--- src/rtl/sfc_pkg.sv ---
package sfc_pkg;
  typedef enum logic [1:0] {
    SEL_OFF  = 2'b00,
    SEL_B    = 2'b01,
    SEL_A    = 2'b10,
    SEL_BOTH = 2'b11
  } sel_e;

  typedef enum logic [1:0] {
    TX_IDLE   = 2'b00,
    TX_FIRST  = 2'b01,
    TX_SECOND = 2'b10
  } tx_st_e;

  function automatic logic mode_write_ok(input logic [3:0] cur, input logic [3:0] nxt);
    return (cur == 4'b0000) || (nxt == 4'b0000);
  endfunction

  function automatic logic [7:0] first_char(input sel_e sel, input logic stop,
      input logic [7:0] on_a, input logic [7:0] on_b,
      input logic [7:0] off_a, input logic [7:0] off_b);
    if (sel == SEL_B) return stop ? off_b : on_b;
    return stop ? off_a : on_a;
  endfunction
endpackage

--- src/rtl/sfc_cfg_gate.sv ---
module sfc_cfg_gate (
  input  logic       clk,
  input  logic       rst_n,
  input  logic       cfg_wr,
  input  logic [3:0] cfg_mode,
  output logic [3:0] mode_q
);
  import sfc_pkg::*;

  logic take_wr;
  assign take_wr = cfg_wr && mode_write_ok(mode_q, cfg_mode);

  always_ff @(posedge clk) begin
    if (!rst_n) mode_q <= 4'b0000;
    else if (take_wr) mode_q <= cfg_mode;
  end

  assert_keep_mode_R2: assert property (@(posedge clk) disable iff (!rst_n)
    (cfg_wr && mode_q != 4'b0000 && cfg_mode != 4'b0000) |=> $stable(mode_q));
endmodule

--- src/rtl/sfc_tx_insert.sv ---
module sfc_tx_insert #(
  parameter int LVL_W   = 7,
  parameter int HI_MARK = 48,
  parameter int LO_MARK = 16
) (
  input  logic             clk,
  input  logic             rst_n,
  input  sfc_pkg::sel_e    tx_sel,
  input  logic [7:0]       on_a,
  input  logic [7:0]       on_b,
  input  logic [7:0]       off_a,
  input  logic [7:0]       off_b,
  input  logic [LVL_W-1:0] rx_level,
  output logic             ins_req,
  output logic [7:0]       ins_char,
  input  logic             ins_ack
);
  import sfc_pkg::*;

  localparam logic [LVL_W-1:0] HI_L = LVL_W'(HI_MARK);
  localparam logic [LVL_W-1:0] LO_L = LVL_W'(LO_MARK);

  tx_st_e st_q;
  sel_e   seq_sel_q;
  logic   seq_stop_q;
  logic   stop_sent_q;
  logic   need_stop, need_go, start_seq;

  assign need_stop = (tx_sel != SEL_OFF) && !stop_sent_q && (rx_level >= HI_L);
  assign need_go   = (tx_sel != SEL_OFF) &&  stop_sent_q && (rx_level <= LO_L);
  assign start_seq = (st_q == TX_IDLE) && (need_stop || need_go);

  assign ins_req  = (st_q != TX_IDLE);
  assign ins_char = (st_q == TX_SECOND) ? (seq_stop_q ? off_b : on_b)
                  : first_char(seq_sel_q, seq_stop_q, on_a, on_b, off_a, off_b);

  always_ff @(posedge clk) begin
    if (!rst_n) begin
      st_q        <= TX_IDLE;
      seq_sel_q   <= SEL_OFF;
      seq_stop_q  <= 1'b0;
      stop_sent_q <= 1'b0;
    end else begin
      case (st_q)
        TX_IDLE: begin
          if (start_seq) begin
            st_q        <= TX_FIRST;
            seq_sel_q   <= tx_sel;
            seq_stop_q  <= need_stop;
            stop_sent_q <= need_stop;
          end else if (tx_sel == SEL_OFF) begin
            stop_sent_q <= 1'b0;
          end
        end
        TX_FIRST:  if (ins_ack) st_q <= (seq_sel_q == SEL_BOTH) ? TX_SECOND : TX_IDLE;
        TX_SECOND: if (ins_ack) st_q <= TX_IDLE;
        default:   st_q <= TX_IDLE;
      endcase
    end
  end

  assert_req_hold_R6: assert property (@(posedge clk) disable iff (!rst_n)
    (ins_req && !ins_ack) |=> (ins_req && $stable(ins_char)));
  assert_off_quiet_R3: assert property (@(posedge clk) disable iff (!rst_n)
    (tx_sel == SEL_OFF) |-> !start_seq);
  assert_dual_next_R3: assert property (@(posedge clk) disable iff (!rst_n)
    (st_q == TX_FIRST && ins_ack && seq_sel_q == SEL_BOTH) |=> (ins_req && st_q == TX_SECOND));
  assert_one_stop_R4: assert property (@(posedge clk) disable iff (!rst_n)
    (start_seq && need_stop) |=> stop_sent_q);
endmodule

--- src/rtl/sfc_rx_match.sv ---
module sfc_rx_match (
  input  logic          clk,
  input  logic          rst_n,
  input  sfc_pkg::sel_e rx_sel,
  input  logic [7:0]    on_a,
  input  logic [7:0]    on_b,
  input  logic [7:0]    off_a,
  input  logic [7:0]    off_b,
  input  logic          rx_valid,
  input  logic [7:0]    rx_data,
  output logic          fwd_valid,
  output logic [7:0]    fwd_data,
  output logic          tx_pause
);
  import sfc_pkg::*;

  logic       held_v, held_stop;
  logic [7:0] held_b;
  logic       rp_v;
  logic [7:0] rp_b;

  logic [7:0] cmp_on, cmp_off;
  logic       is_on, is_off, single, dual;
  logic       pair_done, new_hold, single_hit, plain, stop_evt, go_evt;

  always_comb begin
    cmp_on     = (rx_sel == SEL_B) ? on_b : on_a;
    cmp_off    = (rx_sel == SEL_B) ? off_b : off_a;
    is_on      = (rx_data == cmp_on);
    is_off     = (rx_data == cmp_off);
    single     = (rx_sel == SEL_A) || (rx_sel == SEL_B);
    dual       = (rx_sel == SEL_BOTH);
    pair_done  = rx_valid && held_v && dual && (rx_data == (held_stop ? off_b : on_b));
    new_hold   = rx_valid && !pair_done && dual && (is_on || is_off);
    single_hit = rx_valid && single && (is_on || is_off);
    plain      = rx_valid && !pair_done && !new_hold && !single_hit;
    stop_evt   = (single_hit && is_off) || (pair_done && held_stop);
    go_evt     = (single_hit && !is_off) || (pair_done && !held_stop);
  end

  always_ff @(posedge clk) begin
    if (!rst_n) begin
      fwd_valid <= 1'b0;
      fwd_data  <= 8'h00;
      held_v    <= 1'b0;
      held_stop <= 1'b0;
      held_b    <= 8'h00;
      rp_v      <= 1'b0;
      rp_b      <= 8'h00;
      tx_pause  <= 1'b0;
    end else begin
      fwd_valid <= 1'b0;
      if (rx_valid) begin
        if (held_v && !pair_done) begin
          fwd_valid <= 1'b1;
          fwd_data  <= held_b;
          if (plain) begin
            rp_v <= 1'b1;
            rp_b <= rx_data;
          end
        end else if (plain) begin
          fwd_valid <= 1'b1;
          fwd_data  <= rx_data;
        end
        held_v <= new_hold;
        if (new_hold) begin
          held_b    <= rx_data;
          held_stop <= is_off;
        end
      end else if (rp_v) begin
        fwd_valid <= 1'b1;
        fwd_data  <= rp_b;
        rp_v      <= 1'b0;
      end
      if (rx_sel == SEL_OFF) tx_pause <= 1'b0;
      else if (stop_evt)     tx_pause <= 1'b1;
      else if (go_evt)       tx_pause <= 1'b0;
    end
  end

  assert_hit_dropped_R9: assert property (@(posedge clk) disable iff (!rst_n)
    ((single_hit && !held_v && !rp_v) || (pair_done && !rp_v)) |=> !fwd_valid);
  assert_pause_cause_R9: assert property (@(posedge clk) disable iff (!rst_n)
    $rose(tx_pause) |-> $past(stop_evt));
  assert_plain_fwd_R10: assert property (@(posedge clk) disable iff (!rst_n)
    (plain && !held_v) |=> (fwd_valid && fwd_data == $past(rx_data)));
endmodule

--- src/rtl/soft_flow_ctl.sv ---
module soft_flow_ctl #(
  parameter int LVL_W   = 7,
  parameter int HI_MARK = 48,
  parameter int LO_MARK = 16
) (
  input  logic             clk,
  input  logic             rst_n,
  input  logic             cfg_wr,
  input  logic [3:0]       cfg_mode,
  input  logic [7:0]       on_a,
  input  logic [7:0]       on_b,
  input  logic [7:0]       off_a,
  input  logic [7:0]       off_b,
  input  logic             rx_valid,
  input  logic [7:0]       rx_data,
  input  logic [LVL_W-1:0] rx_level,
  output logic             fwd_valid,
  output logic [7:0]       fwd_data,
  output logic             ins_req,
  output logic [7:0]       ins_char,
  input  logic             ins_ack,
  output logic             tx_pause
);
  import sfc_pkg::*;

  logic [3:0] mode_q;
  sel_e       tx_sel, rx_sel;

  assign tx_sel = sel_e'(mode_q[3:2]);
  assign rx_sel = sel_e'(mode_q[1:0]);

  sfc_cfg_gate u_cfg (
    .clk(clk), .rst_n(rst_n), .cfg_wr(cfg_wr), .cfg_mode(cfg_mode), .mode_q(mode_q)
  );

  sfc_tx_insert #(.LVL_W(LVL_W), .HI_MARK(HI_MARK), .LO_MARK(LO_MARK)) u_tx (
    .clk(clk), .rst_n(rst_n), .tx_sel(tx_sel),
    .on_a(on_a), .on_b(on_b), .off_a(off_a), .off_b(off_b),
    .rx_level(rx_level), .ins_req(ins_req), .ins_char(ins_char), .ins_ack(ins_ack)
  );

  sfc_rx_match u_rx (
    .clk(clk), .rst_n(rst_n), .rx_sel(rx_sel),
    .on_a(on_a), .on_b(on_b), .off_a(off_a), .off_b(off_b),
    .rx_valid(rx_valid), .rx_data(rx_data),
    .fwd_valid(fwd_valid), .fwd_data(fwd_data), .tx_pause(tx_pause)
  );

  assert_reset_quiet_R1: assert property (@(posedge clk)
    !rst_n |=> (!ins_req && !fwd_valid && !tx_pause));
endmodule

--- config.mk ---
export PLATFORM = sky130hd
export DESIGN_NAME = soft_flow_ctl
export DESIGN_NICKNAME = d
export VERILOG_FILES = /design/src/rtl/sfc_pkg.sv /design/src/rtl/sfc_cfg_gate.sv /design/src/rtl/sfc_tx_insert.sv /design/src/rtl/sfc_rx_match.sv /design/src/rtl/soft_flow_ctl.sv
export SDC_FILE = /design/constraint.sdc
export NUM_CORES = 1
export LEC_CHECK = 0
export BUFFER_PORTS_ARGS = -buffer_cell sky130_fd_sc_hd__buf_4
export CAP_MARGIN = 40
export CORE_MARGIN = 2
export CORE_UTILIZATION = 35
export DETAILED_ROUTE_END_ITERATION = 8
export PLACE_DENSITY_LB_ADDON = 0.08
export SLEW_MARGIN = 5
export SYNTH_ARGS = -nofsm -noshare
export SYNTH_HDL_FRONTEND = slang
export SYNTH_SLANG_ARGS = --single-unit
--- constraint.sdc ---
create_clock -name clk -period 2.58 [get_ports clk]
set_clock_uncertainty 0.2 [all_clocks]
set_input_delay 0.387 -clock clk [delete_from_list [all_inputs] [get_ports clk]]
set_output_delay 0.387 -clock clk [all_outputs]
set_load 0.01 [all_outputs]
Yosys cells after proc, flatten, opt, wreduce, memory -nomap -nowiden. Cells that the tools add are included.

Bits in registers: 39. Input bits: 56. Output and inout bits: 19. Word-level logic and storage cells: 108.

Magnitude comparators: 2. Equal/unequal tests: 14. Multiplexer cells: 26. Bitwise logic cells: 1. Reductions and logical operators: 52.

Operator list (count): $mux 8 (12); $eq 8x8->1 (3); $logic_and 1x1->1 (21); $reduce_and 2->1 (6); $reduce_bool 2->1 (5); $mux 1 (9); $eq 2x2->1 const B (4); $logic_not 4->1 (2); $mux 2 (4); $ge 7x6->1 const B (1); $le 7x5->1 const B (1); $eq 2x1->1 const B (3); $logic_not 1->1 (6); $logic_not 2->1 (3); $logic_or 1x1->1 (6); $pmux 2 s3 (1); $reduce_and 3->1 (2); $ne 2x2->1 const B (2); $ne 3x1->1 const B (1); $ne 2x1->1 const B (1); $reduce_or 2->1 (1); $not 1->1 (1).

Logic depth before layout (Yosys ltp). Gate-level depths: netlist of the first run.

Depth in word-level cells: 13. Mapped depth: 11. Depth with buffers taken out: 8.

Cells and area by module. A second synthesis of the first run with hierarchy kept.

Cells, all modules: 275. Area total of the unflattened synthesis: 2563.7 µm².

By module, submodules not included: sfc_rx_match (instances 1, cells an instance 216, area an instance 1891.8 µm², sequential area each 580.6 µm²); sfc_tx_insert (instances 1, cells an instance 47, area an instance 523.0 µm², sequential area each 120.1 µm²); sfc_cfg_gate (instances 1, cells an instance 12, area an instance 148.9 µm², sequential area each 80.1 µm²).

Worst setup path after synthesis of the first run. Ideal clock, no wire load.

Kind: flip-flop to flip-flop. Start point: register u_cfg.mode_q[1]. End point: register u_rx.held_b[3]. Setup time: 72 ps. Data arrival time: 2247 ps. Data required time: 2308 ps. Path slack: 61 ps. Cell stages (with the launch flop): 12. Buffers on the path: 3. Period minus slack after synthesis: 2519 ps. Cell sequence: dfxtp_1 inv_1 ha_1 buf_2 buf_2 mux2i_1 xnor2_1 nor4_1 a22oi_1 nor3_1 buf_4 mux2i_1.

Cells in the longest elaborated chain, start to end: 8.

RTL lines: start: declaration (line sfc_cfg_gate.sv:6) `output logic [3:0] mode_q`; start signal: assignment (line sfc_cfg_gate.sv:15) `else if (take_wr) mode_q <= cfg_mode;`; branches (longest 6 deep; another with $mux 8); $logic_and 1x1->1 * (line sfc_rx_match.sv:34) `new_hold = rx_valid && !pair_done && dual && (is_on || is_off);`; $reduce_and 2->1 (no line) *; end signal: assignment (line sfc_rx_match.sv:67) `held_b <= rx_data;`; end: declaration (line sfc_rx_match.sv:18) `logic [7:0] held_b;`.

Mark *: on every way between the ends. A chain may end at the register's enable or synchronous reset.

Final worst setup path of the first run. Same ends and word-level chain as after synthesis.

==> impl_results.md, run 1 <==
* CTS sink cnt at 39
* Data arrival, critical path at 2580 ps
* RSZ-0062 raised after global routing: true
* Status: completed
* FF-to-FF Start: u_cfg.mode_q[1]$_SDFFE_PN0P_
* Worst EP required at 2600 ps
* Rel. slew slack at 62.57%
* CP Capture Type: flop
* Post-DP HPWL at 5.542 mm
* Layout cells sized above 1 at 35.82%
* Critical path cell sequence: inv_2 > ha_4 > buf_12 > buf_12 > mux2i_4 > xnor2_1 > nor4_1 > buf_4 > a22oi_2 > nor3_2 > buf_4 > mux2i_1
* Post-layout min period at 2561 ps
* Total power divided by cell area at 402.7 mW/mm^2
* Post-Syn Area at 0.002696 mm^2
* FF-to-FF path depth at 12
* Max Cap Viol at 0
* Crit Path Max Fanout at 8
* Area grow syn2layout at 38.19%
* Drt pass-1 iters at 5
* Mapped Nets at 359
* CTS tree: yes
* Critical path buffer and inverter count at 5
* Ys flop type: dfxtp_1
* Worst-Margin Slew at 560.7 ps
* Global-route wire length before repair at 11.83 mm
* Synth unique cells at 45
* Sequential-to-total area share from yosys stat at 28.96%
* Site Rows at 32
* Final setup vio count at 0
* Yosys Warn Count at 0
* Hold_buf cts at 0
* Nets@finish at 446
* Final Max Tran Viols at 0
* Avg Cell Area, Syn at 8.988 um^2
* DR vias/cell at 5.155
* Placed cells at 477
* Final core utilization at 48.98%
* Routed Antenna Nets at 0
* Delay-heaviest family, CP: buffers and inverters
* Part of the cycle the worst path needs at 99.28%
* Fin. Hold Viols at 0
* Worst R2R End: u_rx.held_b[3]$_SDFFE_PN0P_
* Clock buffer depth at 2
* Initial antenna violation count at 0
* Initial core utilization at 35.44%
* Worst reg-to-reg setup slack at 20 ps
* Die height at 91.77 um
* Final Wtd Congestion at 0.8004
* Pleak at 0.001487 uW
* Global Route Usage Sum at 17.46%
* Setup CP Type: flop to flop
* H-tree Lvls at 2
* Worst Hold Class: primary input to flop
* N_diodes at 0
* Number of enable flip-flop cells after synthesis at 0
* IO Port Bufs at 74
* Ports at 75
* Register bit total from synthesis at 39
* Critical Path End: u_rx.held_b[3]$_SDFFE_PN0P_
* Die X at 91.77 um
* Finished Layout Cells at 490
* Drt drc at 0
* Worst setup path startpoint: u_cfg.mode_q[1]$_SDFFE_PN0P_
* Vias in the first global route at 2383
* Via count at 2526
* Largest net degree at the start of global routing at 45
* Setup crit start kind: flop
* Pre-CTS WS at -79.40 ps
* Root buf cell: clkbuf_8
* Routed WL at 7.337 mm
* Post-synthesis cell count at 300
* Core ar. at 0.007607 mm^2
* Max Freq at 390.4 MHz
* Clk_lat worst skew at 290 ps
* GRT overflow at 0
* Register clock-pin slew on the reported worst setup and hold paths at 80 ps
* Slowest cell delay on critical path at 340 ps
* Initial DRC count at 105
* DP Area at 0.003505 mm^2
* Fin area at 0.003726 mm^2
* Slowest CP cell: dfxtp_2
* VDD IR max at 0.0003255 V
* Fraction of registers with async set/reset at 0%
* Area of the die at 0.008422 mm^2
* CTS Buf Count at 5
* Setup ws final at 18.58 ps
* DR WL/cell at 14.97 um
* Critical path depth in cells at 12
[metal layers]
layer	wire length (um)	share of wire, %	global-route usage (%)
met1	3251	44	23.59
met2	3444	47	28.62
met3	604	8.2	3.944
met4	35	0.48	3.731
met5	0	0	0
[cells by family after synthesis]
group	count (synthesis)	synth area share, %
adders and majority gates	3	1.392
AOI/OAI and AO/OA	48	12.85
muxes	65	27.89
and+or+nand+nor	88	15.73
buffers and inverters	34	5.707
xor gates and xnor gates	23	7.471
DFF	39	28.96
[worst min-delay path: cells and delay by family]
family | cells | cell delay, ps
buf+inv | 1 | 90
mux | 1 | 50
simple gates | 1 | 70
[stage by stage]
stage	TNS, ps	hold WS (ps)	total power, uW
after CTS	0	134.0	1490
after global placement	-274.8	241.6	1075
after global routing	-1832	139.2	1587
final	0	138.7	1501
after floorplan	0	234.6	892.3
after detailed placement	-873.2	250.1	1076
[sequential cells by signal, summed over array words and instances (netlist names)]
name	flops
u_cfg.mode_q	4
u_rx.fwd_data	8
u_rx.fwd_valid	1
u_rx.held_b	8
u_rx.held_stop	1
u_rx.held_v	1
u_rx.rp_b	8
u_rx.rp_v	1
u_rx.tx_pause	1
u_tx.seq_sel_q	2
u_tx.seq_stop_q	1
u_tx.st_q	2
u_tx.stop_sent_q	1
[power by group]
group | internal, uW | switching (uW)
Combinational | 248 | 204
Clock | 189 | 219
Sequential | 621 | 19.4
[layout make-up]
class / instances / area (um^2)
sequential: 39 / 783.3
fill: 773 / 3881
multi-input combinational: 227 / 1846
clock buffer: 6 / 72.57
clock inverter: 2 / 12.51
timing repair buffer: 105 / 850.8
tap: 102 / 127.6
inverter: 9 / 33.78
[cells in the mapped netlist (5+ instances only)]
cell type,n,area share (%)
mux2i_1,56,21
nor2_1,17,2.4
nand4_1,5,1.2
a21oi_1,9,1.7
mux4_2,8,6.7
dfxtp_1,39,29
xnor2_1,19,6.2
o21ai_0,9,1.7
nand2_1,38,5.3
inv_1,9,1.3
clkbuf_1,15,2.1
nand2b_1,5,1.2
a211oi_1,5,1.4
nor4_1,9,2.1
[worst min path at each step]
stage / from / to / slack [ps] / depth (start not counted)
CTS: cfg_mode[0] / u_cfg.mode_q[0]$_SDFFE_PN0P_ / 130 / 3
global route: cfg_mode[3] / u_cfg.mode_q[3]$_SDFFE_PN0P_ / 140 / 3
finish: cfg_mode[0] / u_cfg.mode_q[0]$_SDFFE_PN0P_ / 140 / 3
global placement: u_rx.held_b[3]$_SDFFE_PN0P_ / u_rx.held_b[3]$_SDFFE_PN0P_ / 240 / 2
detailed placement: u_rx.rp_b[2]$_SDFFE_PN0P_ / u_rx.rp_b[2]$_SDFFE_PN0P_ / 250 / 2
floorplan: u_rx.held_b[3]$_SDFFE_PN0P_ / u_rx.held_b[3]$_SDFFE_PN0P_ / 230 / 2
[repair_timing]
| action | 4_1_cts | 5_1_grt |
|---|---|---|
| endpoints found under the setup margin | 23 | 29 |
| buffers inserted | 0 | 5 |
| resized for setup | 3 | 17 |
| pin swaps | 2 | 6 |
| gates cloned | 0 | 0 |
[placed cells by master (no fill, tap or decap), types with 3 or more instances in the layout]
master and n:
nand2b_1 5, xnor2_1 19, a211oi_1 5, inv_1 8
nand2_1 38, nor2b_1 3, a21oi_1 9, buf_4 100
o221ai_1 4, a2111o_1 4, o22ai_1 4, mux4_2 8
nand4_1 5, nor2_1 17, nor4_2 4, mux2i_1 54
xor2_1 4, buf_12 5, nor4_1 5, dfxtp_1 37
o21ai_0 9, clkbuf_8 5
Note: power is estimated with default switching activity, not from simulation.
==> run 2: changes to the inputs <==
--- a/config.mk
+++ b/config.mk
@@ -7,6 +7,9 @@
 export LEC_CHECK = 0
 export BUFFER_PORTS_ARGS = -buffer_cell sky130_fd_sc_hd__buf_4
 export CAP_MARGIN = 40
+export CELL_PAD_IN_SITES_DETAIL_PLACEMENT = 0
+export CELL_PAD_IN_SITES_GLOBAL_PLACEMENT = 1
+export CORE_ASPECT_RATIO = 1.5
 export CORE_MARGIN = 2
 export CORE_UTILIZATION = 35
 export DETAILED_ROUTE_END_ITERATION = 8
==> impl_results.md, run 2 (synthesized netlist as in run 1, its figures left out) <==
* Setup crit start kind: flop
* Post-DP HPWL at 6.116 mm (+10%)
* Nets@finish at 442 (-0.90%)
* Area of the die at 0.008437 mm^2 (+0.18%)
* Rel. slew slack at 60.56% (-2.0 points)
* Status: finished with violations
* Met1 usage at 23.60% (about the same)
* Post-layout min period at 2585 ps (+23.14 ps)
* Placed cells at 470 (-1.5%)
* Site Rows at 39 (+22%)
* Drt pass-1 iters at 4 (-1)
* Core ar. at 0.007564 mm^2 (-0.58%)
* Die height at 111.5 um (+21%)
* Clk_lat worst skew at 280 ps (about the same)
* CTS sink cnt at 39 (unchanged)
* Worst Hold Class: primary input to flop
* Ports at 75 (unchanged)
* Pleak at 0.001512 uW (+1.7%)
* Crit Path Max Fanout at 5 (-3)
* Part of the cycle the worst path needs at 100.2% (+0.90 points)
* Largest net degree at the start of global routing at 45 (unchanged)
* Total power divided by cell area at 449.4 mW/mm^2 (+12%)
* Tot Pwr at 1702 uW (+13%)
* Final setup vio count at 1 (+1)
* H-tree Lvls at 2 (unchanged)
* Die X at 75.67 um (-18%)
* Final Max Tran Viols at 0 (unchanged)
* Data arrival, critical path at 2590 ps (about the same)
* Worst hold slack at 154.8 ps (+16.12 ps)
* Clock buffer depth at 2 (unchanged)
* Critical path cell sequence: inv_2 > ha_4 > buf_16 > buf_6 > mux2i_2 > xnor2_1 > nor4_2 > a22oi_2 > buf_4 > o21bai_4 > buf_12 > mux2i_1
* CP Capture Type: flop
* DR WL/cell at 16.72 um (+12%)
* Root buf cell: clkbuf_16
* Final Wtd Congestion at 0.7968 (-0.45%)
* DR vias/cell at 5.200 (+0.86%)
* Fin. Hold Viols at 0 (unchanged)
* Initial DRC count at 43 (-59%)
* Slowest CP cell: nor4_2
* Area grow syn2layout at 40.46%
* Via count at 2527 (+0.040%)
* Largest registers: u_rx.fwd_data x8, u_rx.held_b x8, u_rx.rp_b x8
* Setup_tns at -4.553 ps (-4.553 ps)
* CTS tree: yes
* Global-route wire length before repair at 12.94 mm (+9.3%)
* GRT overflow at 0 (unchanged)
* RSZ-0062 raised after global routing: true
* Register clock-pin slew on the reported worst setup and hold paths at 60 ps (-20 ps)
* N_diodes at 0 (unchanged)
* CTS Buf Count at 5 (unchanged)
* IO Port Bufs at 74 (unchanged)
* Hold_buf cts at 0 (unchanged)
* Routed WL at 8.127 mm (+11%)
* Global Route Usage Sum at 20.26% (+2.8 points)
* Worst-Margin Slew at 590.7 ps (+30.05 ps)
* Grt met3 use at 3.529% (-0.41 points)
* Setup CP Type: flop to flop
* Worst EP required at 2590 ps (about the same)
* Slowest cell delay on critical path at 330 ps (about the same)
* Finished Layout Cells at 486 (-0.82%)
* Initial core utilization at 35.65% (+0.21 points)
* GR Util met2 at 36.12% (+7.5 points)
* Layout cells sized above 1 at 35.16% (-0.67 points)
* Routed Antenna Nets at 0 (unchanged)
* Most frequent cells in the layout: buf_4 (93), mux2i_1 (52), nand2_1 (38)
* Max Cap Viol at 0 (unchanged)
* Commonest non-fill, non-tap cell in the layout: buf_4
* Vias in the first global route at 2608 (+9.4%)
* Pre-CTS WS at -133.4 ps (-54.00 ps)
* Layer with the highest usage: met2
* Failing checks: setup timing
* Setup ws final at -4.553 ps (-23.14 ps)
* VDD IR max at 0.0005159 V (+59%)
* Max Freq at 386.9 MHz (-0.90%)
* Drt drc at 0 (unchanged)
* Initial antenna violation count at 0 (unchanged)
-- run 2: cell types whose count changed in the layout (fill, tap and decap cells not counted), sizes merged --
cell,before,now
clkinvlp,1,0
clkbuf,6,8
buf,105,100
-- run 2: final timing paths --
check	startpoint	slack [ps]	end	cells past startpoint
worst max-delay path	u_cfg.mode_q[1]$_SDFFE_PN0P_	-5	u_rx.rp_b[1]$_SDFFE_PN0P_	12
worst min-delay path	cfg_mode[3]	150	u_cfg.mode_q[3]$_SDFFE_PN0P_	3
worst max register to register	u_cfg.mode_q[1]$_SDFFE_PN0P_	-5	u_rx.rp_b[1]$_SDFFE_PN0P_	12
worst min register to register	u_rx.rp_b[7]$_SDFFE_PN0P_	260	u_rx.rp_b[7]$_SDFFE_PN0P_	2
-- run 2: layout make-up --
cell class / instances / area [um^2]
fill: 760 / 3776
multi-input combinational: 227 / 1861
timing repair buffer: 101 / 844.6
sequential: 39 / 783.3
clock buffer: 7 / 132.6
tap: 102 / 127.6
inverter: 9 / 33.78
clock inverter: 1 / 5.005
-- run 2: repair_timing --
item	CTS	global route
cloned	2	1
setup buffers	2	3
pin swaps	5	8
setup endpoints to repair	19	29
gates resized for setup	13	15
-- run 2: per-layer routing --
layer | share of wire, % | wire length (um)
met5 | 0 | 0
met2 | 53 | 4323
met4 | 1.8 | 150
met1 | 40 | 3271
met3 | 4.7 | 382
-- run 2: power breakdown --
part | leakage, uW | internal [uW] | switching (uW) | total (uW)
sequential | 0.000317 | 622 | 20.6 | 643
combinational | 0.00113 | 249 | 212 | 461
clock | 0.0000679 | 357 | 241 | 598
total | 0.00151 | 1230 | 473 | 1700
-- run 2: per-stage QoR --
step	area, um^2	util, %
4_1_cts	3692	48.82
2_1_floorplan	2696	-
6_report	3787	50.07
3_5_place_dp	3440	45.48
3_3_place_gp	3440	45.48
5_1_grt	3787	50.07
-- run 2: critical path: cells and delay by family, from the launching register on --
kind / cells / cell delay [ps]
AOI/OAI and AO/OA: 2 / 350
xor gates and xnor gates: 1 / 110
adders and majority gates: 1 / 180
buffers and inverters: 5 / 600
DFF: 1 / 320
muxes: 2 / 400
and+or+nand+nor: 1 / 330
==> run 3: changes to the inputs <==
--- a/config.mk
+++ b/config.mk
@@ -13,6 +13,7 @@
 export CORE_MARGIN = 2
 export CORE_UTILIZATION = 35
 export DETAILED_ROUTE_END_ITERATION = 8
+export GPL_TIMING_DRIVEN = 0
 export PLACE_DENSITY_LB_ADDON = 0.08
 export SLEW_MARGIN = 5
 export SYNTH_ARGS = -nofsm -noshare
==> impl_results.md, run 3 (synthesized netlist as in run 1, its figures left out) <==
* Most frequent cells in the layout: buf_4 (78), mux2i_1 (49), nand2_1 (38)
* Die X at 75.67 um (unchanged)
* Global-route wire length before repair at 13.25 mm (+2.5%)
* Setup_tns at 0 ps (+4.553 ps)
* Routed Antenna Nets at 0 (unchanged)
* Total power divided by cell area at 448.3 mW/mm^2 (-0.24%)
* Status: completed
* DP Area at 0.003327 mm^2 (-3.3%)
* Register clock-pin slew on the reported worst setup and hold paths at 60 ps (about the same)
* Initial core utilization at 35.65% (unchanged)
* Final setup vio count at 0 (-1)
* Rel. slew slack at 60.24% (-0.32 points)
* Setup crit start kind: flop
* Hold_buf cts at 0 (unchanged)
* CTS Buf Count at 5 (unchanged)
* Clock buffer depth at 2 (unchanged)
* Site Rows at 39 (unchanged)
* Largest net degree at the start of global routing at 13 (-71%)
* IO Port Bufs at 66 (-11%)
* Critical path buffer and inverter count at 2 (-3)
* Part of the cycle the worst path needs at 97.69% (-2.5 points)
* Worst EP required at 2560 ps (-30 ps)
* Via count at 2550 (+0.91%)
* CTS sink cnt at 39 (unchanged)
* Commonest non-fill, non-tap cell in the layout: buf_4
* Largest registers: u_rx.fwd_data x8, u_rx.held_b x8, u_rx.rp_b x8
* Post-DP HPWL at 6.087 mm (-0.46%)
* Area of the die at 0.008437 mm^2 (unchanged)
* Tot Pwr at 1714 uW (+0.71%)
* Area grow syn2layout at 41.81%
* Root buf cell: clkbuf_16
* Worst Hold Class: primary input to flop
* Ports at 75 (unchanged)
* Clk_lat worst skew at 290 ps (about the same)
* CP Capture Type: flop
* Worst-Margin Slew at 595.6 ps (+4.864 ps)
* CTS tree: yes
* Max Freq at 396.8 MHz (+2.5%)
* Worst reg-to-reg setup slack at 60 ps (+60 ps)
* Core ar. at 0.007564 mm^2 (unchanged)
* Fin area at 0.003824 mm^2 (+0.96%)
* Drt pass-1 iters at 4 (unchanged)
* Layout cells sized above 1 at 35.05% (-0.10 points)
* Post-layout min period at 2520 ps (-64.18 ps)
* Final Max Tran Viols at 0 (unchanged)
* Slowest cell delay on critical path at 540 ps (+210 ps)
* Pleak at 0.001496 uW (-1.1%)
* Final Wtd Congestion at 0.8067 (+1.2%)
* Fin. Hold Viols at 0 (unchanged)
* Critical path cell sequence: buf_12 > mux2i_4 > xnor2_2 > or4b_1 > buf_4 > nor4_1 > a2111o_1 > mux2i_1
* Crit Path Max Fanout at 10 (+5)
* VDD IR max at 0.0003962 V (-23%)
* H-tree Lvls at 2 (unchanged)
* Delay-heaviest family, CP: simple AND/OR/NAND/NOR gates
* Initial DRC count at 60 (+40%)
* DR WL/cell at 16.99 um (+1.6%)
* Max Cap Viol at 0 (unchanged)
* Routed WL at 8.326 mm (+2.4%)
* Global Route Usage Sum at 20.75% (+0.50 points)
* Nets@finish at 446 (+0.90%)
* DR vias/cell at 5.204 (about the same)
* Worst hold slack at 149.2 ps (-5.580 ps)
* N_diodes at 0 (unchanged)
* Pre-CTS WS at -522.6 ps (-389.2 ps)
* Vias in the first global route at 2616 (+0.31%)
* Setup ws final at 59.63 ps (+64.18 ps)
* Initial antenna violation count at 0 (unchanged)
* GRT overflow at 0 (unchanged)
* Drt drc at 0 (unchanged)
* RSZ-0062 raised after global routing: true
* Data arrival, critical path at 2500 ps (-90 ps)
* Slowest CP cell: or4b_1
* Setup CP Type: flop to flop
* Die height at 111.5 um (unchanged)
run 3: cell types whose count changed in the layout (fill, tap and decap cells not counted), sizes merged:
cell      before  now
clkbuf         8   20
buf          100   91
clkinvlp       0    1
run 3: path summary, 6_finish.rpt:
path | startpoint | endpoint | cells after the start
worst max-delay path | u_rx.held_stop$_SDFFE_PN0P_ | u_rx.fwd_data[1]$_SDFFE_PN0P_ | 8
worst min-delay path | cfg_mode[2] | u_cfg.mode_q[2]$_SDFFE_PN0P_ | 3
worst max register to register | u_rx.held_stop$_SDFFE_PN0P_ | u_rx.fwd_data[1]$_SDFFE_PN0P_ | 8
worst min register to register | u_rx.held_b[4]$_SDFFE_PN0P_ | u_rx.held_b[4]$_SDFFE_PN0P_ | 2
run 3: metal layers:
metal	share of wire, %	track usage (%)
met1	41	24.94
met2	52	35.54
met3	4.6	3.439
met4	2.7	8.304
met5	0	0
run 3: worst register-to-register path, delay by kind of cell, from the launching register on:
family	cells	cell delay (ps)
muxes	2	350
DFF	1	340
buffers and inverters	2	340
AOI/OAI and AO/OA	1	220
xor gates and xnor gates	1	110
and+or+nand+nor	2	870
run 3: what timing repair did:
item,CTS,global route
endpoints found under the setup margin,29,37
pin swaps,5,7
setup buffers,7,4
cloned,3,1
gates resized for setup,28,30
run 3: stage by stage:
step	std cells	util [%]
5_1_grt	490	50.55
2_1_floorplan	300	-
3_5_place_dp	469	43.99
3_3_place_gp	468	43.89
4_1_cts	487	48.49
6_report	490	50.55
run 3: power breakdown:
| group | total, uW | internal (uW) | switching, uW | leakage (uW) |
|---|---|---|---|---|
| sequential | 642 | 622 | 20.4 | 0.000318 |
| combinational | 464 | 246 | 218 | 0.00111 |
| clock | 608 | 357 | 252 | 0.0000669 |
run 3: layout make-up:
| class | count | area, um^2 |
|---|---|---|
| Fill cell | 751 | 3740 |
| Sequential cell | 39 | 787.0 |
| Clock buffer | 6 | 128.9 |
| Clock inverter | 2 | 12.51 |
| Buffer | 23 | 161.4 |
| Timing Repair Buffer | 82 | 650.6 |
| Inverter | 9 | 33.78 |
| Tap cell | 102 | 127.6 |
| Multi-Input combinational cell | 227 | 1922 |
